### src/rtl/lookahead_pkg.sv
package lookahead_pkg;
  localparam int GRP_W  = 8;
  localparam int NGRP   = 4;
  localparam int WORD_W = GRP_W * NGRP;
  localparam int LA_W   = (GRP_W > NGRP) ? GRP_W : NGRP;

  typedef logic [LA_W-1:0] la_vec_t;

  // Flat sum of products: carry into position j of a chain with
  // generate vector g, propagate vector p and chain input cin.
  function automatic logic flat_carry(la_vec_t g, la_vec_t p, logic cin, int j);
    logic acc;
    logic term;
    acc = 1'b0;
    for (int k = 0; k < LA_W; k++) begin
      if (k < j) begin
        term = g[k];
        for (int m = 0; m < LA_W; m++)
          if (m > k && m < j) term = term & p[m];
        acc = acc | term;
      end
    end
    term = cin;
    for (int m = 0; m < LA_W; m++)
      if (m < j) term = term & p[m];
    return acc | term;
  endfunction

  // Chain generate over the first n positions (no carry-in term).
  function automatic logic chain_gen(la_vec_t g, la_vec_t p, int n);
    return flat_carry(g, p, 1'b0, n);
  endfunction
endpackage

### src/rtl/cla_slice.sv
module cla_slice
  import lookahead_pkg::*;
#(
  parameter int W = GRP_W
) (
  input  logic [W-1:0] a,
  input  logic [W-1:0] b,
  input  logic         cin,
  output logic [W-1:0] s,
  output logic [W-1:0] carry_in_bit,
  output logic         slice_g,
  output logic         slice_p
);
  logic [W-1:0] g;
  logic [W-1:0] p;
  la_vec_t      g_ext;
  la_vec_t      p_ext;

  assign g = a & b;
  assign p = a | b;

  always_comb begin
    g_ext = '0;
    p_ext = '0;
    g_ext[W-1:0] = g;
    p_ext[W-1:0] = p;
  end

  for (genvar j = 0; j < W; j++) begin : g_bit
    assign carry_in_bit[j] = flat_carry(g_ext, p_ext, cin, j);
    assign s[j] = a[j] ^ b[j] ^ carry_in_bit[j];
  end

  assign slice_g = chain_gen(g_ext, p_ext, W);
  assign slice_p = &p;
endmodule

### src/rtl/carry_lookahead_unit.sv
module carry_lookahead_unit
  import lookahead_pkg::*;
#(
  parameter int N = NGRP
) (
  input  logic [N-1:0] grp_g,
  input  logic [N-1:0] grp_p,
  input  logic         c0,
  output logic [N:0]   grp_carry
);
  la_vec_t g_ext;
  la_vec_t p_ext;

  always_comb begin
    g_ext = '0;
    p_ext = '0;
    g_ext[N-1:0] = grp_g;
    p_ext[N-1:0] = grp_p;
  end

  for (genvar k = 0; k <= N; k++) begin : g_carry
    assign grp_carry[k] = flat_carry(g_ext, p_ext, c0, k);
  end
endmodule

### src/rtl/lookahead_addsub.sv
module lookahead_addsub
  import lookahead_pkg::*;
(
  input  logic [WORD_W-1:0] op_a,
  input  logic [WORD_W-1:0] op_b,
  input  logic              sub_en,
  output logic [WORD_W-1:0] result,
  output logic              carry_out,
  output logic              overflow
);
  logic [WORD_W-1:0] b_eff;
  logic [WORD_W-1:0] bit_carry;
  logic [NGRP-1:0]   grp_g;
  logic [NGRP-1:0]   grp_p;
  logic [NGRP:0]     grp_carry;

  assign b_eff = op_b ^ {WORD_W{sub_en}};

  carry_lookahead_unit #(.N(NGRP)) u_la (
    .grp_g     (grp_g),
    .grp_p     (grp_p),
    .c0        (sub_en),
    .grp_carry (grp_carry)
  );

  for (genvar k = 0; k < NGRP; k++) begin : g_slice
    cla_slice #(.W(GRP_W)) u_slice (
      .a            (op_a[k*GRP_W +: GRP_W]),
      .b            (b_eff[k*GRP_W +: GRP_W]),
      .cin          (grp_carry[k]),
      .s            (result[k*GRP_W +: GRP_W]),
      .carry_in_bit (bit_carry[k*GRP_W +: GRP_W]),
      .slice_g      (grp_g[k]),
      .slice_p      (grp_p[k])
    );
  end

  assign carry_out = grp_carry[NGRP];
  assign overflow  = bit_carry[WORD_W-1] ^ grp_carry[NGRP];
endmodule

### config.mk
export PLATFORM = sky130hd
export DESIGN_NAME = lookahead_addsub
export DESIGN_NICKNAME = d
export VERILOG_FILES = /design/src/rtl/lookahead_pkg.sv /design/src/rtl/cla_slice.sv /design/src/rtl/carry_lookahead_unit.sv /design/src/rtl/lookahead_addsub.sv
export SDC_FILE = /design/constraint.sdc
export NUM_CORES = 1
export LEC_CHECK = 0
export ABC_AREA = 1
export ABC_CLOCK_PERIOD_IN_PS = 5000
export BUFFER_PORTS_ARGS = -buffer_cell sky130_fd_sc_hd__buf_2
export CAP_MARGIN = 40
export CORE_MARGIN = 1
export CORE_UTILIZATION = 57
export DETAILED_ROUTE_END_ITERATION = 10
export PLACE_DENSITY = 0.88
export SLEW_MARGIN = 20
export SYNTH_ARGS = -nofsm -noshare
export SYNTH_HDL_FRONTEND = slang
export SYNTH_SLANG_ARGS = --single-unit
### constraint.sdc
create_clock -name vclk -period 5
set_input_delay 0.25 -clock vclk [all_inputs]
set_output_delay 0.25 -clock vclk [all_outputs]
set_load 0.05 [all_outputs]
==> results.py, run 1 <==
metrics = {
    "layout": {
        "layout.area.seq_sq_um": 0,
        "clkbuf_count": 0,
        "drive_gt1_share_pct": 22.3,
        "area_delta_synth_final_pct": 20.8,
        "num-fill-cells": 362,
        "fin_nets": 641,
        "n_antenna_cell": 0,
        "seq_cells": 0,
    },
    "worst_setup_path": {
        "endpoint_kind": "output port",
        "critPathSlowestCell": "buf_2",
        "crit_required_ns": 4.75,
        "path_delay_family": "buffers and inverters",
        "crit_type": "in2out",
        "path_buf_inv": 5,
        "cp-start-kind": "input port",
        "crit_fanout": 22,
        "path_cells": "buf_2 > buf_4 > xor2_1 > inv_1 > ha_1 > nor2_1 > nand3_1 > nor3_1 > nand3_2 > nand2_2 > nand2_2 > nand2_4 > inv_1 > fa_1 > xnor2_1 > buf_2",
        "slowest_delay_ns": 0.48,
        "critical_path_arrival_ns": 3.38,
    },
    "synthesis": {
        "synthTopCellsByArea": "ha_1 31%, inv_1 16%, xnor2_1 11%, nand2_1 8.0%, xor2_1 6.3%",
        "netlist.area_leader.share_pct": 30.5,
        "synth_nets": 543,
        "ys_seq_area_share_pct": 0,
        "synth_cell_types": 32,
        "yosysWarningCount": 0,
        "synth.most_common_cell": "inv_1",
        "synth_area_leader_cell": "ha_1",
        "syn_area_sq_um": 2620,
        "synth_common_cells": "112 x inv_1, 64 x ha_1, 56 x nand2_1",
        "netlist_instances": 411,
        "syn_avg_cell_area_sq_um": 6.38,
    },
    "drt": {
        "first_pass_iters": 4,
        "post-route-drc-count": 0,
        "vias": 2703,
        "wl_mm": 5.52,
        "drt-initial-drc-count": 104,
        "avgViaCountPerCell": 4.84,
        "wl_per_cell_um": 9.87,
        "ant_nets": 0,
    },
    "die": {
        "rows": 24,
        "die_y_um": 69.8,
        "boundaryPins": 99,
        "die_x_um": 69.8,
        "initial_core_util_pct": 59.8,
        "core_sq_um": 4380,
        "die_area_sq_um": 4870,
    },
    "sta": {
        "rsz0062_at_grt": "false",
        "tightest_slew_ns": 0.848,
        "tns_ns": 0,
        "finalHoldViolCount": 0,
        "finalSetupViolCount": 0,
        "period_share_pct": 72.7,
        "maxSlewViolCount": 0,
        "whs_ns": 0.982,
        "max_freq_mhz": 275,
        "min_period_ns": 3.63,
        "relSlewSlack_pct": 42.9,
    },
    "global_route": {
        "grt_pass1_wl_mm": 9.67,
        "grt_usage_pct": 22.5,
        "grt_overflow": 0,
        "antenna_found_initial": 0,
        "grt_max_degree": 23,
        "grt_pass1_vias": 2567,
    },
    "run_status": {
        "run_status": "finished, final reports clean",
    },
    "placed_design": {
        "gp_congestion": 0.860,
        "place.port_buffers": 99,
        "hpwl_mm": 4.95,
    },
    "clocking": {
        "hold_buffers": 0,
        "post_cts_resized": 0,
        "postCtsSetupRepairBufs": 0,
    },
    "worst_hold_path": {
        "hp-class": "in2out",
    },
    "power": {
        "ir_drop_uv": 160,
        "pwr_density_cell_nw_per_um2": 243,
        "p_leak_nw": 2.01,
    },
    "run": {
        "maxCapViolations": 0,
    },
}
[final cells by class]
type                       count  area, sq um  share of cell area [%]
inverter                     115          432                    13.6
tap                           52         65.1                    2.05
multi-input combinational    292         2170                    68.4
timing repair buffer         100          503                    15.9
[stage by stage]
step / total power, mW / cells / setup WS [ns] / utilization, % / area [sq um]
5_1_grt: 0.832 / 559 / 1.13 / 72.2 / 3170
2_1_floorplan: 0.606 / 411 / 1.57 / - / 2620
3_3_place_gp: 0.754 / 559 / 1.52 / 72.2 / 3170
3_5_place_dp: 0.768 / 559 / 1.34 / 72.2 / 3170
6_report: 0.768 / 559 / 1.37 / 72.2 / 3170
4_1_cts: 0.772 / 559 / 1.34 / 72.2 / 3170
[metal layers]
layer	wire length (um)	global-route usage (%)
met1	2380	25.6
met2	2810	45.2
met3	307	3.05
met4	15	1.33
met5	0	0
[power breakdown]
part / internal (mW) / switching, mW
Sequential: 0 / 0
Clock: 0 / 0
Combinational: 0.218 / 0.550
[path summary, 6_finish.rpt]
kind | startpoint | end | slack, ns | depth (start not counted)
min | op_b[0] | result[1] | 0.98 | 5
max | sub_en | result[25] | 1.37 | 16
[kinds of logic after synthesis]
| family | count (synthesis) | synth area share (%) |
|---|---|---|
| AO/OA/AOI/OAI | 30 | 6.87 |
| XOR/XNOR | 52 | 17.4 |
| adder cells (fa/ha/maj) | 67 | 32.8 |
| buffers and inverters | 119 | 17.3 |
| AND/OR/NAND/NOR | 143 | 25.6 |
[placed cells by master (no fill, tap or decap), drive strengths merged]
cell type  count
nand3b         1
nor4           1
nor2          29
o211ai         1
ha            64
a311o          1
inv          115
nand4          9
nand3         32
xnor2         33
xor2          19
or2            3
nand2         60
and3           1
a21o           3
o21ai          5
o21bai         3
fa             3
nor3           7
buf          100
a21oi         15
a2111oi        1
a311oi         1
Note: power is estimated with default switching activity, not from simulation.
==> run 2, diff against run 1 <==
--- a/config.mk
+++ b/config.mk
@@ -5,14 +5,14 @@
 export SDC_FILE = /design/constraint.sdc
 export NUM_CORES = 1
 export LEC_CHECK = 0
-export ABC_AREA = 1
-export ABC_CLOCK_PERIOD_IN_PS = 5000
+export ABC_AREA = 0
+export ABC_CLOCK_PERIOD_IN_PS = 3680
 export BUFFER_PORTS_ARGS = -buffer_cell sky130_fd_sc_hd__buf_2
 export CAP_MARGIN = 40
 export CORE_MARGIN = 1
-export CORE_UTILIZATION = 57
+export CORE_UTILIZATION = 52
 export DETAILED_ROUTE_END_ITERATION = 10
-export PLACE_DENSITY = 0.88
+export PLACE_DENSITY = 0.82
 export SLEW_MARGIN = 20
 export SYNTH_ARGS = -nofsm -noshare
 export SYNTH_HDL_FRONTEND = slang
==> constraint.sdc (replaced) <==
create_clock -name vclk -period 3.68
set_input_delay 0.184 -clock vclk [all_inputs]
set_output_delay 0.184 -clock vclk [all_outputs]
set_load 0.05 [all_outputs]
==> run 2 against run 1 <==
  * Sequential share of layout area did not move
  * Non-clock buffer count rose by 3
  * First-iteration DRC count fell by 48%
  * Via count fell by 17%
  * Clock-buffer cell count did not move
  * Worst setup slack got worse by 0.99 ns
  * Core utilization fell by 4.5 points
  * Cell count fell by 17%
  * Sequential cell count did not move
  * Critical path type unchanged
  * Largest power group unchanged
==> results.py, run 2 <==
metrics = {
    "run_status": {
        "run_status": "finished, final reports clean",
    },
    "global_route": {
        "grt_usage_pct": 20.3,
        "antenna_found_initial": 0,
        "grt_pass1_wl_mm": 8.71,
        "grt_pass1_vias": 2219,
        "grt_max_degree": 22,
        "grt_overflow": 0,
    },
    "worst_setup_path": {
        "cpMostUsedCell": "buf_2",
        "cp-start-kind": "input port",
        "critPathSlowestCell": "buf_2",
        "endpoint_kind": "output port",
        "path_delay_family": "buffers and inverters",
        "path_cells": "buf_2 > buf_4 > xor2_1 > inv_1 > ha_1 > nor2_1 > nor4b_2 > a211oi_1 > o41ai_2 > a31oi_4 > o21ai_2 > mux2_1 > buf_2",
        "slowest_delay_ns": 0.45,
        "path_buf_inv": 4,
        "crit_required_ns": 3.50,
        "crit_type": "in2out",
        "crit_fanout": 21,
        "critical_path_arrival_ns": 3.12,
    },
    "layout": {
        "clkbuf_count": 0,
        "seq_cells": 0,
        "n_antenna_cell": 0,
        "fin_nets": 547,
        "stdcell_count": 465,
        "stdcell_area_sq_um": 2990,
        "drive_gt1_share_pct": 28.6,
        "area_delta_synth_final_pct": 23.6,
        "layout.area.seq_sq_um": 0,
        "layout_common_cells": "99 x buf_2, 83 x inv_1, 64 x ha_1, 40 x xor2_1, 20 x xnor2_1",
        "final_common_cell": "buf_2",
    },
    "worst_hold_path": {
        "whs_path_depth": 4,
        "min_from": "op_a[0]",
        "hp-class": "in2out",
        "hold_path_end": "result[1]",
    },
    "synthesis": {
        "netlist.area_leader.share_pct": 33.1,
        "synth_nets": 446,
        "synthTopCellsByArea": "ha_1 33%, xor2_1 14%, inv_1 13%, xnor2_1 7.2%, o21bai_1 2.8%",
        "syn_avg_cell_area_sq_um": 7.70,
        "netlist_instances": 314,
        "syn_area_sq_um": 2420,
        "yosysWarningCount": 0,
        "ys_seq_area_share_pct": 0,
        "synth.most_common_cell": "inv_1",
        "synth_cell_types": 45,
        "synth_area_leader_cell": "ha_1",
        "synth_common_cells": "83 x inv_1, 64 x ha_1, 40 x xor2_1",
    },
    "die": {
        "die_y_um": 70.2,
        "core_sq_um": 4410,
        "rows": 24,
        "die_x_um": 70.2,
        "boundaryPins": 99,
        "die_area_sq_um": 4930,
        "initial_core_util_pct": 54.8,
    },
    "sta": {
        "finalSetupViolCount": 0,
        "tns_ns": 0,
        "period_share_pct": 89.8,
        "max_freq_mhz": 303,
        "min_period_ns": 3.30,
        "rsz0062_at_grt": "false",
        "maxSlewViolCount": 0,
        "finalHoldViolCount": 0,
        "whs_ns": 0.891,
        "relSlewSlack_pct": 62.2,
        "tightest_slew_ns": 0.567,
    },
    "drt": {
        "wl_per_cell_um": 10.6,
        "vias": 2243,
        "drt-initial-drc-count": 54,
        "avgViaCountPerCell": 4.82,
        "wl_mm": 4.91,
        "ant_nets": 0,
        "post-route-drc-count": 0,
        "first_pass_iters": 4,
    },
    "clocking": {
        "postCtsSetupRepairBufs": 0,
        "post_cts_resized": 0,
        "hold_buffers": 0,
    },
    "run": {
        "maxCapViolations": 0,
    },
    "placed_design": {
        "place_inst": 465,
        "place_area_sq_um": 2990,
        "hpwl_mm": 4.50,
        "gp_congestion": 0.797,
        "place.port_buffers": 99,
    },
    "power": {
        "pwr_density_cell_nw_per_um2": 350,
        "ir_drop_uv": 224,
        "power_mw": 1.05,
        "p_leak_nw": 1.78,
    },
}
==> run 2: changes by cell type after synthesis, sizes merged, moves of 9 or more <==
cell   delta
inv      -32
nand2    -54
nand3    -32
nand4     -9
nor2     -12
xnor2    -13
xor2     +21
==> run 2: stage by stage <==
step / util, % / setup WS [ns]
finish: 67.7 / 0.376
global route: 67.7 / 0.111
CTS: 67.7 / 0.324
detailed placement: 67.7 / 0.324
global placement: 67.7 / 0.422
floorplan: - / 0.0995
==> run 2: final cells by class <==
| cell class | count | area [sq um] |
|---|---|---|
| Timing Repair Buffer | 103 | 526 |
| Inverter | 83 | 312 |
| Fill cell | 401 | 1420 |
| Multi-Input combinational cell | 227 | 2090 |
| Tap cell | 52 | 65.1 |
==> run 2: per-layer routing <==
layer	vias up	wire [um]	global-route usage (%)
li1	1183	-	-
met1	1003	2060	24.1
met2	55	2670	41.6
met3	2	156	0.289
met4	0	21	0.889
met5	-	0	0
==> run 2: worst min-delay path: stages <==
cell	delay, ns
buf_2	0.10
mux2i_1	0.08
xnor2_1	0.13
buf_2	0.21
==> run 2: power breakdown <==
part	internal [mW]	switching, mW	total, mW
Combinational	0.309	0.737	1.05
Clock	0	0	0
Sequential	0	0	0
==> run 2: cell families after synthesis <==
group	after synthesis	synth area share [%]
AO/OA/AOI/OAI	47	16.7
adder cells (fa/ha/maj)	67	35.6
buffers and inverters	87	13.7
multiplexers	2	0.879
AND/OR/NAND/NOR	51	11.4
XOR/XNOR	60	21.7
==> run 2: worst max-delay path by stage <==
stage	start	end	slack, ns	cells after the start
after floorplan	sub_en	result[25]	0.1	13
after global placement	sub_en	result[25]	0.42	11
after detailed placement	sub_en	overflow	0.32	13
after CTS	sub_en	overflow	0.32	13
after global routing	sub_en	overflow	0.11	13
final	sub_en	overflow	0.38	13
